<file path="src/rtl/bwm_pkg.sv">
`timescale 1ns/1ps
package bwm_pkg;
    typedef enum logic [1:0] {
        ST_IDLE  = 2'd0,
        ST_TIMED = 2'd1,
        ST_FREE  = 2'd2
    } bwm_state_e;

    localparam int IDX_CTRL      = 0;
    localparam int IDX_FILT_BASE = 1;
    localparam int IDX_ALL_REQ   = 9;
    localparam int IDX_ALL_GNT   = 10;
    localparam int IDX_CH_BASE   = 11;
    localparam int IDX_TIMER     = 15;

    localparam int BIT_RUN   = 31;
    localparam int BIT_FLAG  = 30;
    localparam int BIT_TIMED = 20;
    localparam int BIT_DEV   = 23;
endpackage

</file>
<file path="src/rtl/bwm_sat_counter.sv">
`timescale 1ns/1ps
module bwm_sat_counter #(
    parameter int W = 32
) (
    input  logic         clk,
    input  logic         rst_n,
    input  logic         wr,
    input  logic [W-1:0] wdata,
    input  logic         inc,
    output logic [W-1:0] cnt
);
    localparam logic [W-1:0] TOP = {W{1'b1}};

    always_ff @(posedge clk or negedge rst_n) begin
        if (!rst_n)
            cnt <= '0;
        else if (wr)
            cnt <= wdata;
        else if (inc && cnt != TOP)
            cnt <= cnt + 1'b1;
    end

    // all-ones holds when no write is made
    a_r11_saturate_hold: assert property (@(posedge clk) disable iff (!rst_n)
        (cnt == TOP && !wr) |=> cnt == TOP);
    // below the top, one increment adds exactly one
    a_r11_single_step: assert property (@(posedge clk) disable iff (!rst_n)
        (!wr && inc && cnt != TOP) |=> cnt == $past(cnt) + 1'b1);
    // with no write and no increment the value holds
    a_r11_idle_hold: assert property (@(posedge clk) disable iff (!rst_n)
        (!wr && !inc) |=> $stable(cnt));
endmodule

</file>
<file path="src/rtl/bwm_chan_filter.sv">
`timescale 1ns/1ps
module bwm_chan_filter #(
    parameter int PORT_W      = 5,
    parameter int SUB_W       = 4,
    parameter int DEV_SEL     = 23,
    parameter int DEVICE_PORT = 23
) (
    input  logic [(1<<PORT_W)-1:0] port_mask,
    input  logic [(1<<SUB_W)-1:0]  sub_mask,
    input  logic [PORT_W-1:0]      gnt_port,
    input  logic [SUB_W-1:0]       gnt_sub,
    output logic                   hit
);
    localparam logic [PORT_W-1:0] DEV_ID = PORT_W'(DEVICE_PORT);

    logic dev_mode;
    logic port_ok;
    logic sub_ok;

    always_comb begin
        dev_mode = port_mask[DEV_SEL];
        sub_ok   = sub_mask[gnt_sub];
        port_ok  = dev_mode ? (gnt_port == DEV_ID) : port_mask[gnt_port];
        hit      = port_ok && sub_ok;
    end

    // in device mode no other port may match
    always_comb begin
        if (dev_mode && gnt_port != DEV_ID)
            a_r5_device_only: assert (!hit);
    end
endmodule

</file>
<file path="src/rtl/bwm_window_fsm.sv">
`timescale 1ns/1ps
module bwm_window_fsm
    import bwm_pkg::*;
#(
    parameter int TMR_W = 32
) (
    input  logic             clk,
    input  logic             rst_n,
    input  logic             ctrl_wr,
    input  logic             wr_run,
    input  logic             wr_timed,
    input  logic             wr_clr_flag,
    input  logic [TMR_W-1:0] reload,
    output logic             active,
    output logic             flag
);
    bwm_state_e       state_q, state_d;
    logic [TMR_W-1:0] remain_q;
    logic             load;
    logic             expire;

    always_comb begin
        state_d = state_q;
        load    = 1'b0;
        expire  = 1'b0;
        unique case (state_q)
            ST_IDLE: begin
                if (ctrl_wr && wr_run) begin
                    state_d = wr_timed ? ST_TIMED : ST_FREE;
                    load    = wr_timed;
                end
            end
            ST_TIMED: begin
                if (ctrl_wr && !wr_run) begin
                    state_d = ST_IDLE;
                end else if (ctrl_wr && !wr_timed) begin
                    state_d = ST_FREE;
                end else if (ctrl_wr) begin
                    load = 1'b1;
                end else if (remain_q <= TMR_W'(1)) begin
                    state_d = ST_IDLE;
                    expire  = 1'b1;
                end
            end
            ST_FREE: begin
                if (ctrl_wr && !wr_run) begin
                    state_d = ST_IDLE;
                end else if (ctrl_wr && wr_timed) begin
                    state_d = ST_TIMED;
                    load    = 1'b1;
                end
            end
            default: state_d = ST_IDLE;
        endcase
    end

    always_ff @(posedge clk or negedge rst_n) begin
        if (!rst_n)
            state_q <= ST_IDLE;
        else
            state_q <= state_d;
    end

    always_ff @(posedge clk or negedge rst_n) begin
        if (!rst_n)
            remain_q <= '0;
        else if (load)
            remain_q <= reload;
        else if (state_q == ST_TIMED && remain_q != '0)
            remain_q <= remain_q - 1'b1;
    end

    always_ff @(posedge clk or negedge rst_n) begin
        if (!rst_n)
            flag <= 1'b0;
        else if (expire)
            flag <= 1'b1;
        else if (ctrl_wr && wr_clr_flag)
            flag <= 1'b0;
    end

    always_comb begin
        active = (state_q != ST_IDLE);
    end

    // expiry leaves the machine idle with the flag set
    a_r7_expire_flags: assert property (@(posedge clk) disable iff (!rst_n)
        (state_q == ST_TIMED && !ctrl_wr && remain_q <= TMR_W'(1)) |=> (flag && state_q == ST_IDLE));
    // the timer steps down by one per cycle in a running window
    a_r7_countdown: assert property (@(posedge clk) disable iff (!rst_n)
        (state_q == ST_TIMED && !ctrl_wr && remain_q > TMR_W'(1)) |=> remain_q == $past(remain_q) - 1'b1);
    // only a one written to the flag bit clears it
    a_r8_flag_sticky: assert property (@(posedge clk) disable iff (!rst_n)
        (flag && !(ctrl_wr && wr_clr_flag)) |=> flag);
    // free-running counting never raises the flag
    a_r10_free_no_flag: assert property (@(posedge clk) disable iff (!rst_n)
        (!flag && state_q == ST_FREE) |=> !flag);
endmodule

</file>
<file path="src/rtl/mem_bw_monitor.sv">
`timescale 1ns/1ps
module mem_bw_monitor
    import bwm_pkg::*;
#(
    parameter int NUM_CH      = 4,
    parameter int CNT_W       = 32,
    parameter int PORT_W      = 5,
    parameter int SUB_W       = 4,
    parameter int ADDR_W      = 6,
    parameter int DEVICE_PORT = 23
) (
    input  logic              clk,
    input  logic              rst_n,
    input  logic              reg_wr,
    input  logic [ADDR_W-1:0] reg_addr,
    input  logic [31:0]       reg_wdata,
    output logic [31:0]       reg_rdata,
    input  logic              arb_req,
    input  logic              arb_gnt,
    input  logic [PORT_W-1:0] gnt_port,
    input  logic [SUB_W-1:0]  gnt_sub,
    output logic              irq
);
    localparam int PMASK_W = 1 << PORT_W;
    localparam int SMASK_W = 1 << SUB_W;
    localparam int IDX_W   = ADDR_W - 2;

    logic [IDX_W-1:0]   idx;
    logic               ctrl_wr;
    logic               active;
    logic               flag;
    logic               use_timed_q;
    logic [NUM_CH-1:0]  ch_en_q;
    logic [CNT_W-1:0]   timer_q;
    logic [PMASK_W-1:0] port_q [NUM_CH];
    logic [SMASK_W-1:0] sub_q  [NUM_CH];
    logic [NUM_CH-1:0]  hit;
    logic [CNT_W-1:0]   ch_cnt [NUM_CH];
    logic [CNT_W-1:0]   req_cnt;
    logic [CNT_W-1:0]   gnt_cnt;

    always_comb begin
        idx     = reg_addr[ADDR_W-1:2];
        ctrl_wr = reg_wr && idx == IDX_W'(IDX_CTRL);
    end

    always_ff @(posedge clk or negedge rst_n) begin
        if (!rst_n) begin
            use_timed_q <= 1'b0;
            ch_en_q     <= '0;
            timer_q     <= '0;
        end else begin
            if (ctrl_wr) begin
                use_timed_q <= reg_wdata[BIT_TIMED];
                ch_en_q     <= reg_wdata[NUM_CH-1:0];
            end
            if (reg_wr && idx == IDX_W'(IDX_TIMER))
                timer_q <= reg_wdata[CNT_W-1:0];
        end
    end

    bwm_window_fsm #(.TMR_W(CNT_W)) u_fsm (
        .clk         (clk),
        .rst_n       (rst_n),
        .ctrl_wr     (ctrl_wr),
        .wr_run      (reg_wdata[BIT_RUN]),
        .wr_timed    (reg_wdata[BIT_TIMED]),
        .wr_clr_flag (reg_wdata[BIT_FLAG]),
        .reload      (timer_q),
        .active      (active),
        .flag        (flag)
    );

    bwm_sat_counter #(.W(CNT_W)) u_req_cnt (
        .clk   (clk),
        .rst_n (rst_n),
        .wr    (reg_wr && idx == IDX_W'(IDX_ALL_REQ)),
        .wdata (reg_wdata[CNT_W-1:0]),
        .inc   (active && arb_req),
        .cnt   (req_cnt)
    );

    bwm_sat_counter #(.W(CNT_W)) u_gnt_cnt (
        .clk   (clk),
        .rst_n (rst_n),
        .wr    (reg_wr && idx == IDX_W'(IDX_ALL_GNT)),
        .wdata (reg_wdata[CNT_W-1:0]),
        .inc   (active && arb_gnt),
        .cnt   (gnt_cnt)
    );

    for (genvar n = 0; n < NUM_CH; n++) begin : g_ch
        localparam int PIDX = IDX_FILT_BASE + 2 * n;
        localparam int SIDX = IDX_FILT_BASE + 2 * n + 1;
        localparam int CIDX = IDX_CH_BASE + n;

        always_ff @(posedge clk or negedge rst_n) begin
            if (!rst_n) begin
                port_q[n] <= '0;
                sub_q[n]  <= '0;
            end else if (reg_wr) begin
                if (idx == IDX_W'(PIDX))
                    port_q[n] <= reg_wdata[PMASK_W-1:0];
                if (idx == IDX_W'(SIDX))
                    sub_q[n] <= reg_wdata[SMASK_W-1:0];
            end
        end

        bwm_chan_filter #(
            .PORT_W      (PORT_W),
            .SUB_W       (SUB_W),
            .DEV_SEL     (BIT_DEV),
            .DEVICE_PORT (DEVICE_PORT)
        ) u_filt (
            .port_mask (port_q[n]),
            .sub_mask  (sub_q[n]),
            .gnt_port  (gnt_port),
            .gnt_sub   (gnt_sub),
            .hit       (hit[n])
        );

        bwm_sat_counter #(.W(CNT_W)) u_cnt (
            .clk   (clk),
            .rst_n (rst_n),
            .wr    (reg_wr && idx == IDX_W'(CIDX)),
            .wdata (reg_wdata[CNT_W-1:0]),
            .inc   (active && arb_gnt && ch_en_q[n] && hit[n]),
            .cnt   (ch_cnt[n])
        );
    end

    always_comb begin
        reg_rdata = '0;
        if (idx == IDX_W'(IDX_CTRL)) begin
            reg_rdata[BIT_RUN]      = active;
            reg_rdata[BIT_FLAG]     = flag;
            reg_rdata[BIT_TIMED]    = use_timed_q;
            reg_rdata[NUM_CH-1:0]   = ch_en_q;
        end else if (idx == IDX_W'(IDX_ALL_REQ)) begin
            reg_rdata[CNT_W-1:0] = req_cnt;
        end else if (idx == IDX_W'(IDX_ALL_GNT)) begin
            reg_rdata[CNT_W-1:0] = gnt_cnt;
        end else if (idx == IDX_W'(IDX_TIMER)) begin
            reg_rdata[CNT_W-1:0] = timer_q;
        end
        for (int n = 0; n < NUM_CH; n++) begin
            if (idx == IDX_W'(IDX_FILT_BASE + 2 * n))
                reg_rdata[PMASK_W-1:0] = port_q[n];
            if (idx == IDX_W'(IDX_FILT_BASE + 2 * n + 1))
                reg_rdata[SMASK_W-1:0] = sub_q[n];
            if (idx == IDX_W'(IDX_CH_BASE + n))
                reg_rdata[CNT_W-1:0] = ch_cnt[n];
        end
    end

    always_comb begin
        irq = flag;
    end

    // a stopped monitor leaves the global grant count alone
    a_r3_stopped_frozen: assert property (@(posedge clk) disable iff (!rst_n)
        (!active && !reg_wr) |=> $stable(gnt_cnt));
    // a disabled channel never advances without a write
    a_r6_disabled_channel: assert property (@(posedge clk) disable iff (!rst_n)
        (!ch_en_q[0] && !reg_wr) |=> $stable(ch_cnt[0]));
endmodule

</file>
<file path="config.mk">
export PLATFORM = sky130hd
export DESIGN_NAME = mem_bw_monitor
export DESIGN_NICKNAME = d
export VERILOG_FILES = /design/src/rtl/bwm_pkg.sv /design/src/rtl/bwm_sat_counter.sv /design/src/rtl/bwm_chan_filter.sv /design/src/rtl/bwm_window_fsm.sv /design/src/rtl/mem_bw_monitor.sv
export SDC_FILE = /design/constraint.sdc
export NUM_CORES = 1
export LEC_CHECK = 0
export BUFFER_PORTS_ARGS = -buffer_cell sky130_fd_sc_hd__buf_2
export CAP_MARGIN = 10
export CORE_MARGIN = 2
export CORE_UTILIZATION = 60
export CTS_BUF_LIST = sky130_fd_sc_hd__clkbuf_2
export DETAILED_ROUTE_END_ITERATION = 10
export GPL_TIMING_DRIVEN = 0
export PLACE_DENSITY = 0.74
export REMOVE_ABC_BUFFERS = 1
export SETUP_SLACK_MARGIN = 0.05
export SYNTH_ARGS = -nofsm -noshare
export SYNTH_HDL_FRONTEND = slang
export SYNTH_SLANG_ARGS = --single-unit
export TNS_END_PERCENT = 30
</file>
<file path="constraint.sdc">
create_clock -name clk -period 3.6 [get_ports clk]
set_input_delay 0.36 -clock clk [delete_from_list [all_inputs] [get_ports clk]]
set_output_delay 0.36 -clock clk [all_outputs]
set_load 0.05 [all_outputs]
</file>
[Word-level counts from Yosys, hierarchy flattened]
Cells that the tools add are included.
Operators by class
  add/subtract/negate cells: 7
  magnitude comparators: 3
  reductions and logical operators: 57
  multiplexer cells: 78
  eq/ne operators: 28
Operator list (number)
  two-way mux 32 bit: 26
  adder 32 x 1 -> 32 bit (second input constant): 6
  != test 32 bit (second input constant): 6
  two-way mux 16 bit: 5
  logical AND 1 bit: 34
  equality test 4 bit (second input constant): 8
  <= comparator 32 x 1 -> 1 bit (second input constant): 1
  nonzero test 32 bit: 1
  subtractor 32 x 1 -> 32 bit (second input constant): 1
  two-way mux 1 bit: 26
  binary-select mux 1 bit (select 5 bit): 4
  two-way mux 2 bit: 9
  nonzero test 2 bit: 9
  binary-select mux 1 bit (select 4 bit): 4
  equality test 4 x 3 -> 1 bit (second input constant): 4
  AND reduction 2 bit: 8
  two-way mux 9 bit: 1
  equality test 4 x 2 -> 1 bit (second input constant): 2
  less-than comparator 5 x 6 -> 1 bit (second input constant): 1
  one-hot mux 2 bit (3 select lines): 1
  equality test 5 bit (second input constant): 1
  less-than comparator 4 x 5 -> 1 bit (second input constant): 1
  equality test 4 x 1 -> 1 bit (second input constant): 1
  zero test 4 bit: 1
  other kinds (11): 12
Storage, ports and cells
  register bits after elaboration: 456
  output and inout port bits: 33
  bits of input ports: 52

[Logic depth before layout (Yosys ltp)]
Gate-level depths: netlist of the first run.
  depth in word-level cells: 18
  depth in mapped cells: 12
  gate-level depth less buffers: 8

[Hierarchy]
A second synthesis of the first run with hierarchy kept.
Second synthesis, totals
  cell total of the unflattened synthesis: 3083
  area, all modules: 29889.9 µm²
By module, submodules not included
  mem_bw_monitor: instances 1, area an instance 13504.2 µm², cells each 1277
  bwm_sat_counter: instances 6, area an instance 2122.0 µm², cells each 243
  bwm_window_fsm: instances 1, area an instance 2067.0 µm², cells each 224
  bwm_chan_filter: instances 4, area an instance 396.6 µm², cells each 31

[Worst setup path after synthesis of the first run]
No wires, ideal clock.
  path type: in2out
  start point: input reg_addr[2]
  end point: output reg_rdata[11]
  cell stages on the path: 9
  slack: 138 ps
  data arrival time: 3102 ps
  cell sequence: clkbuf_1 > clkbuf_1 > buf_2 > nor3_1 > clkbuf_1 > a221oi_1 > a21oi_1 > nor3_1 > nor3_1
On the way
  word-level cells in the longest chain between the ends: 18
  elaborated cells between the ends (all ways): 33
  classes of those cells: eq/ne (15); mux (17); reduce/logical (1)
RTL lines
  from (decl): RTL line mem_bw_monitor.sv:15  | input logic [ADDR_W-1:0] reg_addr,
  equality test 4 bit: RTL line mem_bw_monitor.sv:143  | end else if (idx == IDX_W'(IDX_TIMER)) begin
  two-way mux 32 bit: RTL line mem_bw_monitor.sv:143
  two-way mux 32 bit: RTL line mem_bw_monitor.sv:141  | end else if (idx == IDX_W'(IDX_ALL_GNT)) begin
  two-way mux 32 bit: RTL line mem_bw_monitor.sv:139  | end else if (idx == IDX_W'(IDX_ALL_REQ)) begin
  two-way mux 32 bit: RTL line mem_bw_monitor.sv:134  | if (idx == IDX_W'(IDX_CTRL)) begin
  two-way mux 16 bit: RTL line mem_bw_monitor.sv:134
  two-way mux 32 bit: RTL line mem_bw_monitor.sv:147  | if (idx == IDX_W'(IDX_FILT_BASE + 2 * n))
  two-way mux 16 bit: RTL line mem_bw_monitor.sv:149  | if (idx == IDX_W'(IDX_FILT_BASE + 2 * n + 1))
  [2 not listed]
  two-way mux 16 bit: RTL line mem_bw_monitor.sv:149
  two-way mux 32 bit: RTL line mem_bw_monitor.sv:151  | if (idx == IDX_W'(IDX_CH_BASE + n))
  two-way mux 32 bit: RTL line mem_bw_monitor.sv:147
  two-way mux 16 bit: RTL line mem_bw_monitor.sv:149
  two-way mux 32 bit: RTL line mem_bw_monitor.sv:151
  two-way mux 32 bit: RTL line mem_bw_monitor.sv:147
  two-way mux 16 bit: RTL line mem_bw_monitor.sv:149
  two-way mux 32 bit *: RTL line mem_bw_monitor.sv:151
  to (decl): RTL line mem_bw_monitor.sv:17  | output logic [31:0] reg_rdata,
Every way passes the cells marked *; elsewhere a longest branch is shown, timed or not. The select of a mux whose other input is x is not followed.

[Worst setup path in the final report of the first run]
  start point: register u_gnt_cnt.cnt[7]
  end point: output reg_rdata[7]
On the way
  word-level cells in the longest chain between the ends: 16
RTL lines
  from (decl): RTL line bwm_sat_counter.sv:10  | output logic [W-1:0] cnt
  from (signal assigned): RTL line bwm_sat_counter.sv:18  | cnt <= wdata;
  from (signal assigned): RTL line bwm_sat_counter.sv:20  | cnt <= cnt + 1'b1;
  two-way mux 32 bit: RTL line mem_bw_monitor.sv:141
  two-way mux 32 bit: RTL line mem_bw_monitor.sv:139
  two-way mux 32 bit: RTL line mem_bw_monitor.sv:134
  two-way mux 16 bit: RTL line mem_bw_monitor.sv:134
  two-way mux 32 bit: RTL line mem_bw_monitor.sv:147
  two-way mux 16 bit: RTL line mem_bw_monitor.sv:149
  two-way mux 32 bit: RTL line mem_bw_monitor.sv:151
  two-way mux 32 bit: RTL line mem_bw_monitor.sv:147
  two-way mux 16 bit: RTL line mem_bw_monitor.sv:149
  two-way mux 32 bit: RTL line mem_bw_monitor.sv:151
  two-way mux 32 bit: RTL line mem_bw_monitor.sv:147
  two-way mux 16 bit: RTL line mem_bw_monitor.sv:149
  two-way mux 32 bit: RTL line mem_bw_monitor.sv:151
  two-way mux 32 bit: RTL line mem_bw_monitor.sv:147
  two-way mux 16 bit: RTL line mem_bw_monitor.sv:149
  two-way mux 32 bit: RTL line mem_bw_monitor.sv:151
Every way passes these cells. The select of a mux whose other input is x is not followed.

==> results of run 1 <==
-- stage by stage --
stage	util (%)	hold slack, ns	TNS (ns)	area, sq um	setup slack [ns]
final	67.2	0.0956	-0.0161	29800	-0.0101
after global routing	67.2	0.0621	-0.373	29800	-0.0764
after CTS	66.5	0.00313	-0.537	29500	-0.142
after detailed placement	62.8	0.375	-113.43	27900	-1.07
after global placement	61.6	0.487	-4053.20	27400	-7.16
after floorplan	-	0.0644	-56.29	26200	-1.13
-- registers in the layout, indices dropped and copies added (netlist names) --
register	cells
ch_en_q	4
g_ch.u_cnt.cnt	128
port_q	128
sub_q	64
timer_q	32
u_fsm.flag	1
u_fsm.remain_q	32
u_fsm.state_q	2
u_gnt_cnt.cnt	32
u_req_cnt.cnt	32
use_timed_q	1
-- repair_timing --
action                     4_1_cts  5_1_grt
pin swaps                        4       14
hold buffers                    38        0
gates cloned                     0        1
setup endpoints to repair       32       30
setup buffers                    0       10
hold endpoints to repair       628        0
gates resized for setup         42       47
-- path summary, 6_finish.rpt --
kind / endpoint / slack (ns) / cells past startpoint
worst max-delay path: reg_rdata[7] / -0.01 / 7
worst min-delay path: g_ch[3].u_cnt.cnt[22]$_DFFE_PN0P_ / 0.1 / 4
worst max register to register: u_req_cnt.cnt[31]$_DFFE_PN0P_ / 0.23 / 7
worst min register to register: u_fsm.remain_q[9]$_DFFE_PN0P_ / 0.51 / 2
max in group asynchronous: g_ch[0].u_cnt.cnt[15]$_DFFE_PN0P_ / 1.87 / 6
min in group asynchronous: sub_q[19]$_DFFE_PN0P_ / 0.35 / 4
-- logic make-up (layout without fill, tap and decap cells) --
kind of cell / count (synthesis) / after routing / synth area share [%]
flip-flops: 456 / 456 / 42.1
XOR/XNOR: 199 / 199 / 6.44
multiplexers: 305 / 305 / 14.1
other: 0 / 1 / 0
AND/OR/NAND/NOR: 1018 / 1018 / 18.4
buffers and inverters: 253 / 416 / 3.85
adder cells (fa/ha/maj): 8 / 8 / 0.370
AO/OA/AOI/OAI: 639 / 639 / 14.7
-- cell type report --
class,instances,area share [%]
Clock buffer,172,2.89
Tap cell,592,2.48
Sequential cell,456,38.3
Timing Repair inverter,1,0.0252
Inverter,44,0.566
Antenna cell,1,0.00839
Clock inverter,43,0.843
Multi-Input combinational cell,2169,50.2
Timing Repair Buffer,156,4.74
-- layout by cell type, fill, tap and decap left out, types with 22 or more instances in the layout --
cell             n
xor2_1          56
dlygate4sd3_1   37
o22ai_1         51
nand2_1        298
xnor2_1        143
mux2i_1         28
buf_2           65
dfrtp_1        450
a21oi_1        159
mux4_2          22
and3_1          32
nand4_1         54
nor4_1          43
mux2_2         243
nor3_1         118
a22oi_1         70
nor2b_1         26
inv_1           43
nand3_1        103
o21ai_0        189
nor2_1         199
clkbuf_2       172
clkinv_1        32
-- layer usage --
metal | track usage, % | part of all wire [%] | vias to the layer above
li1 | - | - | 10700
met1 | 58.9 | 40 | 12200
met2 | 58.5 | 42 | 1610
met3 | 10.0 | 12 | 330
met4 | 22.0 | 6.1 | 0
met5 | 0 | 0 | -
-- worst register-to-register path: stages (launching register included) --
cell	delay [ns]
dfrtp_2	0.47
buf_4	0.19
o21ai_0	0.33
or4_1	0.63
a31oi_1	0.95
nor4b_2	0.40
xnor2_1	0.15
a21oi_1	0.09
-- power groups by stage --
stage               clock network (uW)  logic [uW]  registers [uW]
finish                            3800        4060            7940
detailed placement                   0        3800            7930
CTS                               3830        3890            7840
global route                      4100        4350            8070
floorplan                            0        2710            7370
global placement                     0        3640            7860
==> flow_summary.toml, run 1 <==
[run_status]
failed_checks = "setup timing"
status = "finished, violations left"

[detailed_routing]
via_per_inst = 6.82
vias = 24800
ant_nets = 0
wl_um = 97400
dr.pass1.iters = 8
wl_per_cell_um = 26.8
drc_errors = 0
drtIter0Drc = 3595

[clocking]
cts.sinks = 456
cts_root_buf = "clkbuf_2"
cts_buffer_depth = 3
clkLatencyLatePin_ns = 1.22
cts_buffers = 121
cts_htree_levels = 3
cts.clk_slew.worst_paths_ns = 0.11
cts_tree = "done"

[layout]
final_cells = 3634
fillers = 3686
register_area_sq_um = 11400
area_growth_pct = 10.1
multi_input_area_sq_um = 15000
drive_gt1_share_pct = 22.1
finalNetCount = 3009

[pwr]
vdd_drop_max_mv = 0.369
p_sw_uw = 6100
seqPwrFrac_pct = 50.2
clock_power_share_pct = 24.1
p_sw_share_pct = 38.6
combPwrFrac_pct = 25.7
internal_power_uw = 9700
power_uw = 15800
pwr_density_cell_nw_per_um2 = 530
p_leak_uw = 0.0117

[synthesis]
syn_avg_cell_area_sq_um = 9.41
synth_top_area_cell = "dfrtp_1"
seq_area_frac_synth_pct = 42.1
synth_top_cell_area_share_pct = 42.1
syn-cell-area_sq_um = 27100
yosysUniqueCellTypes = 86
synthTopCellsByArea = "dfrtp_1 (42%), mux2_2 (10%), xnor2_1 (4.6%)"
postSynthCellCount = 2878
synth_most_common_cell = "dfrtp_1"
yosysWarnings = 0
synth_edf_count = 0
synth.top_cells.by_count = "dfrtp_1 (456), nand2_1 (304), mux2_2 (243)"
synthArstFlopShare_pct = 100
synth_flop_cell = "dfrtp_1"
synth-seq-cells = 456

[setup_path]
crit_family = "compound AO/OA/AOI/OAI gates"
cp_slowest_stage_delay_ns = 0.47
critical_path_required_ns = 3.24
cp.arrival_ns = 3.25
crit_path_top_delay_cell = "dfrtp_1"
setup.worst_path.start_class = "flip-flop"
path_buf_inv = 1
worst_path_most_repeated_cell = "a22o_1"
critPathLaunch = "u_gnt_cnt.cnt[7]$_DFFE_PN0P_"
critPathMaxFanout = 5
rr_startpoint = "u_fsm.state_q[0]$_DFFE_PN0P_"
path_cells = "a22o_1 > a22o_1 > a21oi_1 > o211ai_1 > a211oi_2 > nor3_1 > clkbuf_4"
criticalPathCategory = "reg -> out"
endpoint_kind = "output pin"

[flow_run]
drv_cap = 0

[timing]
drv_slew = 0
finalHoldViolCount = 0
clock_skew_ns = 0.0991
finalSetupViolations = 2
relSlewSlack_pct = 12.5
rsz0062_at_grt = "yes"
worst_slew_pin_slew_ns = 1.31
fin_crit_sh_pct = 100
finalCriticalPeriod_ns = 3.61
setup_ws_ns = -0.0101
max_freq_ghz = 0.277

[placed_design]
io_buffers = 82
gp_congestion = 0.980
place_inst = 3367
hpwlAfterDp_um = 65700

[global_route]
grt_pass1_wl_um = 146000
antenna_found_initial = 1
grt_util_all_layers_pct = 41.4
grt_overflow = 0
grt_pass1_vias = 23500
grt_max_degree = 116

[floorplanning]
core_area_sq_um = 44400
die_w_um = 216
fp.dieH_um = 216
start_util_pct = 61.0
dieArea_sq_um = 46900
pin_count = 85
rows = 77

[worst_hold_path]
min-delay-start = "reg_wdata[22]"
hold_class = "in -> reg"
Note: power is estimated with default switching activity, not from simulation.
==> run 2, diff against run 1 <==
- CORE_ASPECT_RATIO: default -> 0.7
==> run 2 against run 1 <==
- the run still ends with setup timing left
- clock power down 6.3%
- non-clock buffer count shrank 2
- hold slack lost 0.042 ns
- critical path type unchanged
- critical endpoint is now reg_rdata[6]
==> flow_summary.toml, run 2 (same netlist as run 1, synthesis figures left out) <==
[setup_path]
path_buf_inv = 1
critical_path_required_ns = 3.24
critPathMaxFanout = 6
setup.worst_path.start_class = "flip-flop"
endpoint_kind = "output pin"
path_cells = "o21ai_0 > a22oi_1 > a221oi_2 > a21oi_2 > nor3_1 > nor3_1 > buf_4"
crit_family = "compound AO/OA/AOI/OAI gates"
worst_path_most_repeated_cell = "nor3_1"
cp.arrival_ns = 3.35
cp_slowest_stage_delay_ns = 0.48
criticalPathCategory = "reg -> out"
crit_path_top_delay_cell = "dfrtp_1"

[timing]
finalSetupViolations = 5
fin_crit_sh_pct = 103
finalCriticalPeriod_ns = 3.71
clock_skew_ns = 0.126
rsz0062_at_grt = "yes"
drv_slew = 0
hold_slack_ns = 0.0534
finalHoldViolCount = 0
max_freq_ghz = 0.270
setup_ws_ns = -0.105
relSlewSlack_pct = 11.8
worst_slew_pin_slew_ns = 1.32

[layout]
top_regs = "g_ch.u_cnt.cnt (128), port_q (128), sub_q (64)"
multi_input_area_sq_um = 15000
post-route-util_pct = 66.2
finalNetCount = 2998
register_area_sq_um = 11400
area_growth_pct = 9.59
drive_gt1_share_pct = 22.1
layout_common_cells = "dfrtp_1 (447), nand2_1 (297), mux2_2 (243)"
final_common_cell = "dfrtp_1"
final_cells = 3627
fillers = 3708

[placed_design]
hpwlAfterDp_um = 68800
gp_congestion = 1.03
pre_cts_slack_ns = -1.03
io_buffers = 82
place_inst = 3379

[clocking]
cts.clk_slew.worst_paths_ns = 0.11
cts_htree_levels = 3
cts_buffer_depth = 3
cts_tree = "done"
clkLatencyLatePin_ns = 1.29
cts_root_buf = "clkbuf_2"
cts_buffers = 112
cts.sinks = 456

[detailed_routing]
ant_nets = 0
drc_errors = 0
via_per_inst = 6.92
drtIter0Drc = 3787
dr.pass1.iters = 7
vias = 25100
wl_um = 100000
wl_per_cell_um = 27.6

[floorplanning]
die_w_um = 258
start_util_pct = 60.4
rows = 65
fp.dieH_um = 182
core_area_sq_um = 44800
dieArea_sq_um = 46900
pin_count = 85

[global_route]
grt_util_all_layers_pct = 42.7
grt_max_degree = 115
antenna_found_initial = 3
grt_pass1_vias = 23200
grt_overflow = 0
grt_pass1_wl_um = 149000

[pwr]
p_leak_uw = 0.0116
pwr_density_cell_nw_per_um2 = 526
vdd_drop_max_mv = 0.351
combPwrFrac_pct = 26.1
internal_power_uw = 9480
seqPwrFrac_pct = 51.2
p_sw_share_pct = 39.3
p_sw_uw = 6140
clock_power_share_pct = 22.8

[run_status]
failed_checks = "setup timing"
status = "finished, violations left"

[flow_run]
drv_cap = 0

[worst_hold_path]
hold_class = "in -> reg"
-- run 2: worst paths after layout --
path,depth (start not counted),from,slack [ns],end
min in group asynchronous,3,rst_n,0.42,u_req_cnt.cnt[25]$_DFFE_PN0P_
hold reg to reg,2,timer_q[19]$_DFFE_PN0P_,0.52,u_fsm.remain_q[19]$_DFFE_PN0P_
setup reg to reg,8,port_q[98]$_DFFE_PN0P_,0.25,g_ch[0].u_cnt.cnt[18]$_DFFE_PN0P_
setup / recovery,7,u_gnt_cnt.cnt[6]$_DFFE_PN0P_,-0.11,reg_rdata[6]
hold / removal,6,gnt_port[4],0.05,g_ch[1].u_cnt.cnt[7]$_DFFE_PN0P_
max in group asynchronous,5,rst_n,1.47,sub_q[19]$_DFFE_PN0P_
-- run 2: cell type report --
cell class | count | share of cell area (%)
antenna | 5 | 0.0422
clock buffer | 166 | 2.80
clock inverter | 29 | 0.481
inverter | 44 | 0.569
multi-input combinational | 2169 | 50.4
sequential | 456 | 38.5
tap | 603 | 2.54
timing repair buffer | 154 | 4.64
timing repair inverter | 1 | 0.0253
-- run 2: repair_timing --
action | 4_1_cts | 5_1_grt
hold buffers | 39 | 0
buffers inserted | 1 | 5
cloned | 1 | 0
hold endpoints to repair | 909 | 0
setup endpoints to repair | 32 | 25
gates resized for setup | 66 | 25
pin swaps | 6 | 8
-- run 2: tightest hold or removal path, stage by stage --
cell	delay [ns]
buf_2	0.21
nand4b_1	0.21
o21ai_1	0.15
nor2_1	0.16
xnor2_1	0.14
o21ai_0	0.07
-- run 2: power groups by stage --
stage	sequential, uW	clock (uW)	combinational [uW]
floorplan	7370	0	2710
global placement	7890	0	3650
detailed placement	7970	0	3820
CTS	7880	3550	3940
global route	8110	3830	4350
finish	7990	3560	4070
-- run 2: per-stage QoR --
| stage | total power, uW | TNS (ns) | cell area [sq um] |
|---|---|---|---|
| 2_1_floorplan | 10100 | -56.29 | 26200 |
| 3_3_place_gp | 11500 | -4067.45 | 27400 |
| 3_5_place_dp | 11800 | -135.39 | 27900 |
| 4_1_cts | 15400 | -0.151 | 29500 |
| 5_1_grt | 16300 | -0.550 | 29700 |
| 6_report | 15600 | -0.175 | 29700 |
-- run 2: layer usage --
metal | GRT usage [%] | wire length, um | share of wire [%]
met4 | 16.2 | 4570 | 4.6
met3 | 13.2 | 14200 | 14
met5 | 0 | 0 | 0
met1 | 63.9 | 41500 | 41
met2 | 57.5 | 40000 | 40
